===== config.mk =====
export PLATFORM = sky130hd
export DESIGN_NAME = startgap_remapper
export DESIGN_NICKNAME = d
export VERILOG_FILES = /design/src/rtl/sg_pkg.sv /design/src/rtl/sg_translate.sv /design/src/rtl/sg_write_counter.sv /design/src/rtl/sg_gap_ctrl.sv /design/src/rtl/startgap_remapper.sv
export SDC_FILE = /design/constraint.sdc
export NUM_CORES = 1
export LEC_CHECK = 0
export BUFFER_PORTS_ARGS = -buffer_cell sky130_fd_sc_hd__buf_4
export CORE_MARGIN = 1
export CORE_UTILIZATION = 50
export CTS_BUF_LIST = sky130_fd_sc_hd__clkbuf_8
export CTS_CLUSTER_DIAMETER = 200
export DETAILED_ROUTE_END_ITERATION = 16
export HOLD_SLACK_MARGIN = 0.06
export PLACE_DENSITY = 0.72
export SETUP_SLACK_MARGIN = 0.2
export SLEW_MARGIN = 20
export SYNTH_ARGS = -nofsm -noshare
export SYNTH_HDL_FRONTEND = slang
export SYNTH_SLANG_ARGS = --single-unit

===== constraint.sdc =====
create_clock -name clk -period 7.2 [get_ports clk]
set_input_delay 0 -clock clk [delete_from_list [all_inputs] [get_ports clk]]
set_output_delay 0 -clock clk [all_outputs]
set_load 0.01 [all_outputs]

===== src/rtl/sg_pkg.sv =====
package sg_pkg;
  typedef enum logic {
    CP_IDLE = 1'b0,
    CP_BUSY = 1'b1
  } cp_state_e;
endpackage


===== src/rtl/sg_translate.sv =====
module sg_translate #(
  parameter int ROWS = 16,
  parameter int LA_W = $clog2(ROWS),
  parameter int PA_W = $clog2(ROWS + 1)
) (
  input  logic [LA_W-1:0] lrow,
  input  logic [LA_W-1:0] start,
  input  logic [PA_W-1:0] gap,
  input  logic            bypass,
  output logic [PA_W-1:0] prow
);
  localparam bit POW2 = ((1 << LA_W) == ROWS);
  localparam logic [LA_W:0] ROWS_S = (LA_W+1)'(ROWS);

  logic [LA_W:0]   sum;
  logic [LA_W-1:0] wrapped;
  logic [PA_W-1:0] wide;

  assign sum = {1'b0, lrow} + {1'b0, start};

  generate
    if (POW2) begin : g_mask_wrap
      assign wrapped = sum[LA_W-1:0];
    end else begin : g_sub_wrap
      logic [LA_W:0] reduced;
      assign reduced = (sum >= ROWS_S) ? (sum - ROWS_S) : sum;
      assign wrapped = reduced[LA_W-1:0];
    end
  endgenerate

  assign wide = PA_W'(wrapped);

  always_comb begin
    if (bypass)           prow = PA_W'(lrow);
    else if (wide >= gap) prow = wide + PA_W'(1);
    else                  prow = wide;
  end
endmodule


===== src/rtl/sg_write_counter.sv =====
module sg_write_counter #(
  parameter int IVL_W = 8
) (
  input  logic             clk,
  input  logic             rst,
  input  logic [IVL_W-1:0] interval,
  input  logic             wr_acc,
  output logic             hit
);
  logic [IVL_W-1:0] count;
  logic [IVL_W:0]   next_count;

  assign next_count = {1'b0, count} + (IVL_W+1)'(1);
  assign hit = wr_acc && (interval != '0) && (next_count >= {1'b0, interval});

  always_ff @(posedge clk) begin
    if (rst || interval == '0) begin
      count <= '0;
    end else if (wr_acc) begin
      if (hit) count <= '0;
      else     count <= next_count[IVL_W-1:0];
    end
  end


  zero_when_off_chk: assert property (@(posedge clk) disable iff (rst)
    (interval == '0) |=> (count == '0));
endmodule


===== src/rtl/sg_gap_ctrl.sv =====
module sg_gap_ctrl
  import sg_pkg::*;
#(
  parameter int ROWS = 16,
  parameter int LA_W = $clog2(ROWS),
  parameter int PA_W = $clog2(ROWS + 1)
) (
  input  logic            clk,
  input  logic            rst,
  input  logic            trigger,
  input  logic            done,
  output logic [LA_W-1:0] start,
  output logic [PA_W-1:0] gap,
  output logic            cp_valid,
  output logic [PA_W-1:0] cp_src,
  output logic [PA_W-1:0] cp_dst
);
  localparam logic [PA_W-1:0] TOP_ROW   = PA_W'(ROWS);
  localparam logic [LA_W-1:0] LAST_LROW = LA_W'(ROWS - 1);

  cp_state_e state;

  assign cp_valid = (state == CP_BUSY);

  always_ff @(posedge clk) begin
    if (rst) begin
      state  <= CP_IDLE;
      start  <= '0;
      gap    <= TOP_ROW;
      cp_src <= '0;
      cp_dst <= '0;
    end else begin
      case (state)
        CP_IDLE: begin
          if (trigger) begin
            state  <= CP_BUSY;
            cp_dst <= gap;
            cp_src <= (gap == '0) ? TOP_ROW : (gap - PA_W'(1));
          end
        end
        CP_BUSY: begin
          if (done) begin
            state <= CP_IDLE;
            if (gap == '0) begin
              gap   <= TOP_ROW;
              start <= (start == LAST_LROW) ? '0 : (start + LA_W'(1));
            end else begin
              gap <= gap - PA_W'(1);
            end
          end
        end
        default: state <= CP_IDLE;
      endcase
    end
  end


  copy_hold_chk: assert property (@(posedge clk) disable iff (rst)
    (cp_valid && !done) |=> (cp_valid && $stable(cp_src) && $stable(cp_dst)));


  gap_step_chk: assert property (@(posedge clk) disable iff (rst)
    (cp_valid && done && gap != '0) |=> (gap == $past(gap) - PA_W'(1) && $stable(start)));


  gap_range_chk: assert property (@(posedge clk) disable iff (rst)
    (gap <= TOP_ROW));
endmodule


===== src/rtl/startgap_remapper.sv =====
module startgap_remapper #(
  parameter int ROWS  = 16,
  parameter int IVL_W = 8,
  parameter int LA_W  = $clog2(ROWS),
  parameter int PA_W  = $clog2(ROWS + 1)
) (
  input  logic             clk,
  input  logic             rst,
  input  logic [IVL_W-1:0] cfg_interval,
  input  logic             req_valid,
  output logic             req_ready,
  input  logic             req_write,
  input  logic [LA_W-1:0]  req_lrow,
  output logic             out_valid,
  output logic             out_write,
  output logic [PA_W-1:0]  out_prow,
  output logic             copy_valid,
  output logic [PA_W-1:0]  copy_src,
  output logic [PA_W-1:0]  copy_dst,
  input  logic             copy_done
);
  logic            accept;
  logic            wr_hit;
  logic            bypass;
  logic [LA_W-1:0] start;
  logic [PA_W-1:0] gap;
  logic [PA_W-1:0] prow_next;

  assign req_ready = !copy_valid;
  assign accept    = req_valid && req_ready;
  assign bypass    = (cfg_interval == '0);

  sg_translate #(.ROWS(ROWS), .LA_W(LA_W), .PA_W(PA_W)) xlate_i (
    .lrow(req_lrow), .start(start), .gap(gap), .bypass(bypass), .prow(prow_next)
  );

  sg_write_counter #(.IVL_W(IVL_W)) wcnt_i (
    .clk(clk), .rst(rst), .interval(cfg_interval),
    .wr_acc(accept && req_write), .hit(wr_hit)
  );

  sg_gap_ctrl #(.ROWS(ROWS), .LA_W(LA_W), .PA_W(PA_W)) gapc_i (
    .clk(clk), .rst(rst), .trigger(wr_hit), .done(copy_done),
    .start(start), .gap(gap), .cp_valid(copy_valid),
    .cp_src(copy_src), .cp_dst(copy_dst)
  );

  always_ff @(posedge clk) begin
    if (rst) begin
      out_valid <= 1'b0;
      out_write <= 1'b0;
      out_prow  <= '0;
    end else begin
      out_valid <= accept;
      if (accept) begin
        out_write <= req_write;
        out_prow  <= prow_next;
      end
    end
  end


  prow_avoids_gap_chk: assert property (@(posedge clk) disable iff (rst)
    (accept && !bypass) |=> (out_prow != gap));


  copy_from_write_chk: assert property (@(posedge clk) disable iff (rst)
    $rose(copy_valid) |-> $past(accept && req_write));


  copy_with_output_chk: assert property (@(posedge clk) disable iff (rst)
    $rose(copy_valid) |-> (out_valid && out_write));


  bypass_no_copy_chk: assert property (@(posedge clk) disable iff (rst)
    (bypass && !copy_valid) |=> !copy_valid);
endmodule


==> results.cfg, run 1 <==
[global_routing]
grt_pass1_wl_um = 7859
grt_start_max_net_pins = 30
grt_usage = 0.2292
grt_pass1_vias = 1730
grt_overflow = 0
antenna_found_initial = 0

[timing]
fin_setup_tns_ps = 0
slew_viol_final = 0
finClkSkew_ps = 2.989
rsz0062_at_grt = no
finalCritPeriodShare = 0.4306
hold_violations = 0
fin_crit_ps = 3100
max_freq_mhz = 322.6
finalSetupViolCount = 0
relSlewSlack = 0.4563
worstMarginPinSlew_ps = 795.0
timing.final.ws_setup_ps = 4100
worst_hold_slack_ps = 86.11

[detailed_routing]
ant_nets = 0
routed_wl_um = 4632
drt_iter0_markers = 163
vias = 1926
vias_per_cell = 5.615
wire_per_inst_um = 13.50
first_pass_iters = 4
drc = 0

[final_layout]
multi_input_area_um2 = 1326
num_antenna_cells = 0
final_cells = 343
final_core_util = 0.6255
final_cell_mix = dfxtp_1, buf_4, a21oi_1
nets = 330
syn2layout_area_growth_pct = 18.47
drive_above_1_share = 0.1604
fill_cells = 378
seq_area_um2 = 700.7

[critical_path]
required_ps = 7400
cp_data_arrival_time_ps = 3300
start_kind = flip-flop
worstSetupEndpointType = flip-flop
path_max_fanout = 10
path_class = flip-flop to flip-flop

[clocking]
clkSlewWorstSetupHoldPaths_ps = 60
clk_latency_ps = 280
cts.sinks = 35
clockBufferDepth = 2
cts_max_level = 2
numCtsBuffers = 5
hold_buffers = 2
postCtsResizedCells = 0
cts-root-buf = clkbuf_8
cts_tree = built
post-cts-setup-buffer-count = 0

[yosys]
synth-seq-cells = 35
syn-instance-count = 259
yosysSeqAreaShare = 0.3294
syn_avg_cell_area_um2 = 8.213
syn_area_um2 = 2127
synth_cell_types = 41
ys_warn_count = 0
syn_nets = 296

[floorplan]
num_rows = 23
dieHeight_um = 67.23
die_w_um = 67.23
die_area_um2 = 4519
ios = 36
design.core.area_um2 = 4029
start_util = 0.5280

[status]
status = finished clean

[placed_design]
gp_congestion = 0.8500
io_buffers = 35
place_worst_setup_slack_ps = 4116
placedCellCount = 334
dp_hpwl_um = 3517

[power]
irDropWorstVdd_mv = 0.1148
switching_share = 0.2358
p_int_uw = 289.7
p_switching_uw = 89.38
seqPwrFrac = 0.523
power.density_nw_per_um2 = 150.4
p_leak_uw = 0.001072
clkPwrFrac = 0.369
p_comb_frac = 0.107

[min_path]
worstHoldPathType = primary input to flip-flop

[run]
maxCapViolCount = 0
[per-layer routing]
metal,global-route usage,wire (um),vias to the layer above
li1,-,-,991
met1,0.3103,2281,880
met2,0.3575,2069,49
met3,0.04899,215,6
met4,0.07979,65,0
met5,0,0,-
[power groups by stage]
| stage | sequential (uW) | clock, uW | combinational [uW] |
|---|---|---|---|
| after CTS | 198 | 145 | 40.9 |
| after detailed placement | 203 | 0 | 39.9 |
| after floorplan | 203 | 0 | 22.1 |
| final | 198 | 140 | 40.6 |
| after global placement | 203 | 0 | 39.1 |
| after global routing | 199 | 155 | 45.7 |
[cell usage after synthesis]
cell type | instances | area, um^2
o22ai_1 | 1 | 6.260
and2_1 | 1 | 6.260
o211ai_1 | 1 | 7.510
a31oi_1 | 6 | 37.54
o21a_1 | 3 | 22.52
o32ai_1 | 1 | 8.760
or3_1 | 3 | 18.77
nand2b_1 | 5 | 31.28
dfxtp_1 | 35 | 700.7
and3_1 | 5 | 31.28
o31ai_1 | 1 | 7.510
or4_1 | 5 | 37.54
nor4_1 | 5 | 31.28
o41ai_1 | 1 | 8.760
a221oi_2 | 1 | 15.01
a2bb2oi_1 | 1 | 8.760
xor2_1 | 5 | 43.79
inv_1 | 16 | 60.06
buf_2 | 2 | 10.01
or3_4 | 1 | 11.26
o21ai_0 | 13 | 65.06
a21o_1 | 4 | 30.03
a21oi_1 | 23 | 115.1
nand3_4 | 1 | 17.52
nor2_1 | 19 | 71.32
a2111oi_0 | 1 | 8.760
nand2_1 | 22 | 82.58
nor4b_4 | 1 | 23.77
nor4b_1 | 2 | 17.52
clkbuf_1 | 8 | 30.03
fa_1 | 1 | 20.02
xnor2_1 | 10 | 87.58
ha_1 | 19 | 237.7
a32oi_1 | 1 | 8.760
nor3_1 | 10 | 50.05
o211a_4 | 1 | 17.52
and2_0 | 1 | 6.260
nor2b_1 | 2 | 12.51
nand3_1 | 18 | 90.09
mux2i_1 | 2 | 20.02
a32o_1 | 1 | 10.01
[state kept, by name, summed over array words and instances, names as in the netlist]
register / cells
wcnt_i.count: 8
gapc_i.cp_dst: 5
gapc_i.cp_src: 5
gapc_i.gap: 5
out_prow: 5
gapc_i.start: 4
gapc_i.cp_valid: 1
out_valid: 1
out_write: 1
[area by class of cell]
class | count | area share
Clock inverter | 1 | 0.001986
Tap cell | 50 | 0.02483
Sequential cell | 35 | 0.2781
Inverter | 16 | 0.02383
Clock buffer | 6 | 0.03277
Timing Repair Buffer | 37 | 0.1122
Multi-Input combinational cell | 198 | 0.5263
[final timing paths]
check | start | to | slack [ps] | depth (start not counted)
max | wcnt_i.count[0] | wcnt_i.count[5] | 4100 | 10
min | rst | out_write | 90 | 2
max reg2reg | wcnt_i.count[0] | wcnt_i.count[5] | 4100 | 10
min reg2reg | out_prow[4] | out_prow[4] | 470 | 2
[logic make-up (layout without fill, tap and decap cells)]
logic type | after synthesis | after routing | synth area share
simple gates | 101 | 101 | 0.2535
flops | 35 | 35 | 0.3294
compound gates | 60 | 60 | 0.1777
fa+ha+maj | 20 | 20 | 0.1212
xor+xnor | 15 | 15 | 0.06176
buf+inv | 26 | 60 | 0.04706
mux | 2 | 2 | 0.009412
[stage by stage]
stage	instance area, um^2	total power [uW]
after floorplan	2127	225.6
after global placement	2412	241.8
after detailed placement	2412	242.7
after CTS	2520	384.4
after global routing	2520	399.3
final	2520	379.1
[critical path: stages (launching register included)]
cell      delay [ps]
dfxtp_1          420
ha_1             300
nand3_4          130
nor2_1           190
xor2_1           160
ha_1             260
a21o_1           190
a221oi_2         340
o211ai_1         360
or4_1            500
a31oi_1          170
(Power assumes the default switching activity.)
==> run 2: changes to the inputs <==
clock period = 3.14 ns   (was 7.2 ns; I/O delays follow)
==> results.cfg, run 2 (synthesized netlist as in run 1, its figures left out) <==
[status]
status = finished clean

[final_layout]
drive_above_1_share = 0.1919
fill_cells = 364
layout_commonest_cell = buf_4
final_cell_mix = buf_4, dfxtp_1, a21oi_1
num_antenna_cells = 0
nets = 333
largest_register = wcnt_i.count
syn2layout_area_growth_pct = 20.47
largest_register_ffs = 8
multi_input_area_um2 = 1346
seq_area_um2 = 706.9

[global_routing]
grt_usage = 0.2274
grt_pass1_wl_um = 7665
grt_start_max_net_pins = 30
grt_overflow = 0
antenna_found_initial = 0
grt_pass1_vias = 1749

[floorplan]
die_w_um = 67.23
die_area_um2 = 4519
ios = 36
num_rows = 23
dieHeight_um = 67.23
design.core.area_um2 = 4029
start_util = 0.5280

[critical_path]
start_kind = primary input
path_class = primary input to flip-flop
reg2reg_depth = 11
cp_data_arrival_time_ps = 2950
r2r_slack_ps = 390
r2r_end = gapc_i.cp_src[2]
worstSetupEndpointType = flip-flop
path_max_fanout = 4
required_ps = 3330
r2r_start = wcnt_i.count[0]

[clocking]
cts.sinks = 35
clk_latency_ps = 290
numCtsBuffers = 5
cts-root-buf = clkbuf_8
cts_tree = built
clockBufferDepth = 2
cts_max_level = 2
clkSlewWorstSetupHoldPaths_ps = 70

[timing]
finalCritPeriodShare = 0.8805
finalSetupViolCount = 0
max_freq_mhz = 361.7
fin_setup_tns_ps = 0
worstMarginPinSlew_ps = 540.5
relSlewSlack = 0.6346
hold_violations = 0
timing.final.ws_setup_ps = 375.2
slew_viol_final = 0
finClkSkew_ps = 7.699
rsz0062_at_grt = no
fin_crit_ps = 2765

[detailed_routing]
routed_wl_um = 4594
drt_iter0_markers = 114
first_pass_iters = 4
vias = 1937
drc = 0
ant_nets = 0
vias_per_cell = 5.582
wire_per_inst_um = 13.24

[placed_design]
io_buffers = 35
place_worst_setup_slack_ps = 296.0
dp_hpwl_um = 3411
gp_congestion = 0.7815

[min_path]
whs_endpoint = out_write
min_from = rst
hold_depth = 2
worstHoldPathType = primary input to flip-flop

[power]
power.density_nw_per_um2 = 333.8
irDropWorstVdd_mv = 0.2832
p_leak_uw = 0.001091

[run]
maxCapViolCount = 0
==> run 2: how the worst max path moves through the flow <==
stage                         start                to  slack, ps  cells after the start
global placement    wcnt_i.count[4]  gapc_i.cp_src[2]        360                     11
detailed placement  wcnt_i.count[4]  gapc_i.cp_src[2]        300                     11
global route        wcnt_i.count[0]   wcnt_i.count[5]        200                     11
floorplan           wcnt_i.count[0]   wcnt_i.count[3]        360                     10
CTS                 wcnt_i.count[4]  gapc_i.cp_src[2]        280                     11
finish                  req_lrow[0]       out_prow[1]        380                     11
==> run 2: per-layer routing <==
| metal | track usage | part of all wire | vias up |
|---|---|---|---|
| li1 | - | - | 1009 |
| met1 | 0.2909 | 0.50 | 875 |
| met2 | 0.3675 | 0.43 | 47 |
| met3 | 0.05912 | 0.052 | 6 |
| met4 | 0.07979 | 0.013 | 0 |
| met5 | 0 | 0 | - |
==> run 2: worst max-delay path: stages <==
cell and delay, ps:
dlygate4sd3_1 530, buf_4 140, ha_1 210, fa_1 380
xor2_1 340, ha_1 300, o21a_1 170, nor2_1 200
nor3_1 120, or3_1 330, a32o_1 220
==> run 2: timing repair <==
item | CTS | global route
endpoints found under the hold margin | 2 | 0
setup endpoints to repair | 0 | 10
resized for setup | 0 | 9
hold buffers | 2 | 0
buffers inserted | 0 | 1
==> run 2: report_power, final <==
part / internal, uW / switching (uW) / leakage [uW]
logic: 42.9 / 51.3 / 0.000755
registers: 450 / 4.56 / 0.000285
clock network: 149 / 158 / 0.0000505
==> run 2: stage by stage <==
step           hold WS (ps)  cell area [um^2]  cells  utilization  total power [uW]
2_1_floorplan         151.2              2127    259            -             517.3
6_report              69.40              2562    347       0.6360             855.5
3_5_place_dp          261.0              2427    336       0.6025             556.0
3_3_place_gp          261.7              2427    336       0.6025             555.4
5_1_grt               78.55              2562    347       0.6360             892.2
4_1_cts               68.21              2529    346       0.6276             863.2
==> run 2: cell type report <==
type,instances,share of cell area
Clock inverter,3,0.004883
Tap cell,50,0.02441
Inverter,16,0.02344
Clock buffer,5,0.02686
Multi-Input combinational cell,198,0.5254
Timing Repair Buffer,40,0.1191
Sequential cell,35,0.2759
==> run 3: changes to the inputs <==
BUFFER_PORTS_ARGS = not set   (was -buffer_cell sky130_fd_sc_hd__buf_4)
DONT_BUFFER_PORTS = 1   (was not set)
PLACE_DENSITY = not set   (was 0.72)
TNS_END_PERCENT = 30   (was not set)
==> results.cfg, run 3 (synthesized netlist as in run 1, its figures left out) <==
[timing]
finalSetupViolCount = 0
timing.final.ws_setup_ps = 352.1
finalCritPeriodShare = 0.8879
slew_viol_final = 0
max_freq_mhz = 358.7
fin_crit_ps = 2788
finClkSkew_ps = 3.427
fin_setup_tns_ps = 0
worstMarginPinSlew_ps = 534.8
relSlewSlack = 0.6421
hold_violations = 0
rsz0062_at_grt = yes

[detailed_routing]
drc = 0
first_pass_iters = 4
vias = 1847
vias_per_cell = 5.736
drt_iter0_markers = 101
ant_nets = 0
routed_wl_um = 4879
wire_per_inst_um = 15.15

[global_routing]
grt_start_max_net_pins = 29
grt_overflow = 0
use_met1 = 0.3093
grtUsageMet3 = 0.06250
top_usage_layer = met2
antenna_found_initial = 0
grt_pass1_wl_um = 7638
grt_pass1_vias = 1604
grt_usage = 0.2292
grt_use_met2 = 0.3450

[power]
clkPwrFrac = 0.399
irDropWorstVdd_mv = 0.2422
power.density_nw_per_um2 = 369.9
switching_share = 0.2341
p_switching_uw = 207.0
p_int_uw = 677.4
p_leak_uw = 0.0009581
seqPwrFrac = 0.518
p_comb_frac = 0.083

[clocking]
cts_tree = built
cts-root-buf = clkbuf_8
clockBufferDepth = 2
cts_max_level = 2
clk_latency_ps = 290
cts.sinks = 35
numCtsBuffers = 5
clkSlewWorstSetupHoldPaths_ps = 70

[floorplan]
num_rows = 23
die_w_um = 67.23
dieHeight_um = 67.23
ios = 36
start_util = 0.5280
design.core.area_um2 = 4029
die_area_um2 = 4519

[final_layout]
largest_register_ffs = 8
layout_commonest_cell = dfxtp_1
syn2layout_area_growth_pct = 12.41
nets = 308
fill_cells = 389
largest_register = wcnt_i.count
final_cells = 322
final_cell_mix = dfxtp_1, a21oi_1, nand2_1
final_core_util = 0.5935
num_antenna_cells = 0
drive_above_1_share = 0.09191

[placed_design]
dp_hpwl_um = 3439
placedCellCount = 301
place_worst_setup_slack_ps = 232.0
gp_congestion = 0.7675
io_buffers = 0

[run]
maxCapViolCount = 0

[critical_path]
start_kind = flip-flop
r2r_end = gapc_i.cp_valid
startpoint = wcnt_i.count[4]
cp_slowest_cell = dfxtp_2
cp_data_arrival_time_ps = 2950
reg2reg_depth = 13
cp_cell_sequence = and3_1, nand3_2, nor2_2, xnor2_1, inv_1, ha_1, and3_1, a221oi_2, o211ai_1, buf_4, buf_4, a2bb2oi_1, nor2_1
required_ps = 3300
path_max_fanout = 8
setup.worst_path.end = gapc_i.cp_valid
worstSetupEndpointType = flip-flop
r2r_start = wcnt_i.count[4]
path_class = flip-flop to flip-flop
r2r_slack_ps = 350
max_stage_delay_ps = 380

[status]
status = finished clean

[min_path]
worstHoldPathType = primary input to flip-flop
hold_depth = 2
[run 3: layout make-up]
cell class | instances | area [um^2] | area share
multi-input combinational | 198 | 1338 | 0.5594
sequential | 35 | 703.2 | 0.2941
timing repair buffer | 15 | 127.6 | 0.05338
clock buffer | 7 | 96.34 | 0.04029
tap | 50 | 62.56 | 0.02616
inverter | 16 | 60.06 | 0.02512
clock inverter | 1 | 3.754 | 0.001570
[run 3: power by group through the flow]
stage               clock (uW)  combinational, uW  sequential (uW)
finish                     353               73.4              458
global route               385               82.8              459
CTS                        368               72.2              458
detailed placement           0               58.4              468
global placement             0               57.8              468
floorplan                    0               50.7              467
[run 3: stage by stage]
stage	area (um^2)	hold slack (ps)	total power, uW
finish	2391	109.6	884.4
CTS	2345	103.7	898.3
global placement	2165	73.52	525.5
detailed placement	2165	74.42	526.4
floorplan	2127	151.2	517.3
global route	2391	125.3	926.5
[run 3: per-layer routing]
layer,share of wire,up-vias
met5,0,-
met4,0.014,0
met3,0.064,7
met2,0.44,56
met1,0.48,831
li1,-,953
[run 3: how the worst min path moves through the flow]
stage | from | to | slack, ps
2_1_floorplan | req_lrow[0] | out_prow[0] | 150
3_3_place_gp | rst | out_prow[4] | 70
3_5_place_dp | rst | out_prow[4] | 70
4_1_cts | rst | wcnt_i.count[3] | 100
5_1_grt | copy_done | gapc_i.gap[4] | 130
6_report | rst | wcnt_i.count[6] | 110
[run 3: critical path, delay by kind of cell, from the launching register on]
family | cells | cell delay, ps
flops | 1 | 380
simple gates | 5 | 750
compound gates | 3 | 700
fa+ha+maj | 1 | 300
buf+inv | 3 | 390
xor+xnor | 1 | 140
[run 3: what timing repair did]
item                                   in CTS  in global routing
hold buffers                                8                  0
buffers inserted                            0                  5
endpoints found under the hold margin      30                  0
resized for setup                           0                  6
setup endpoints to repair                   0                 14
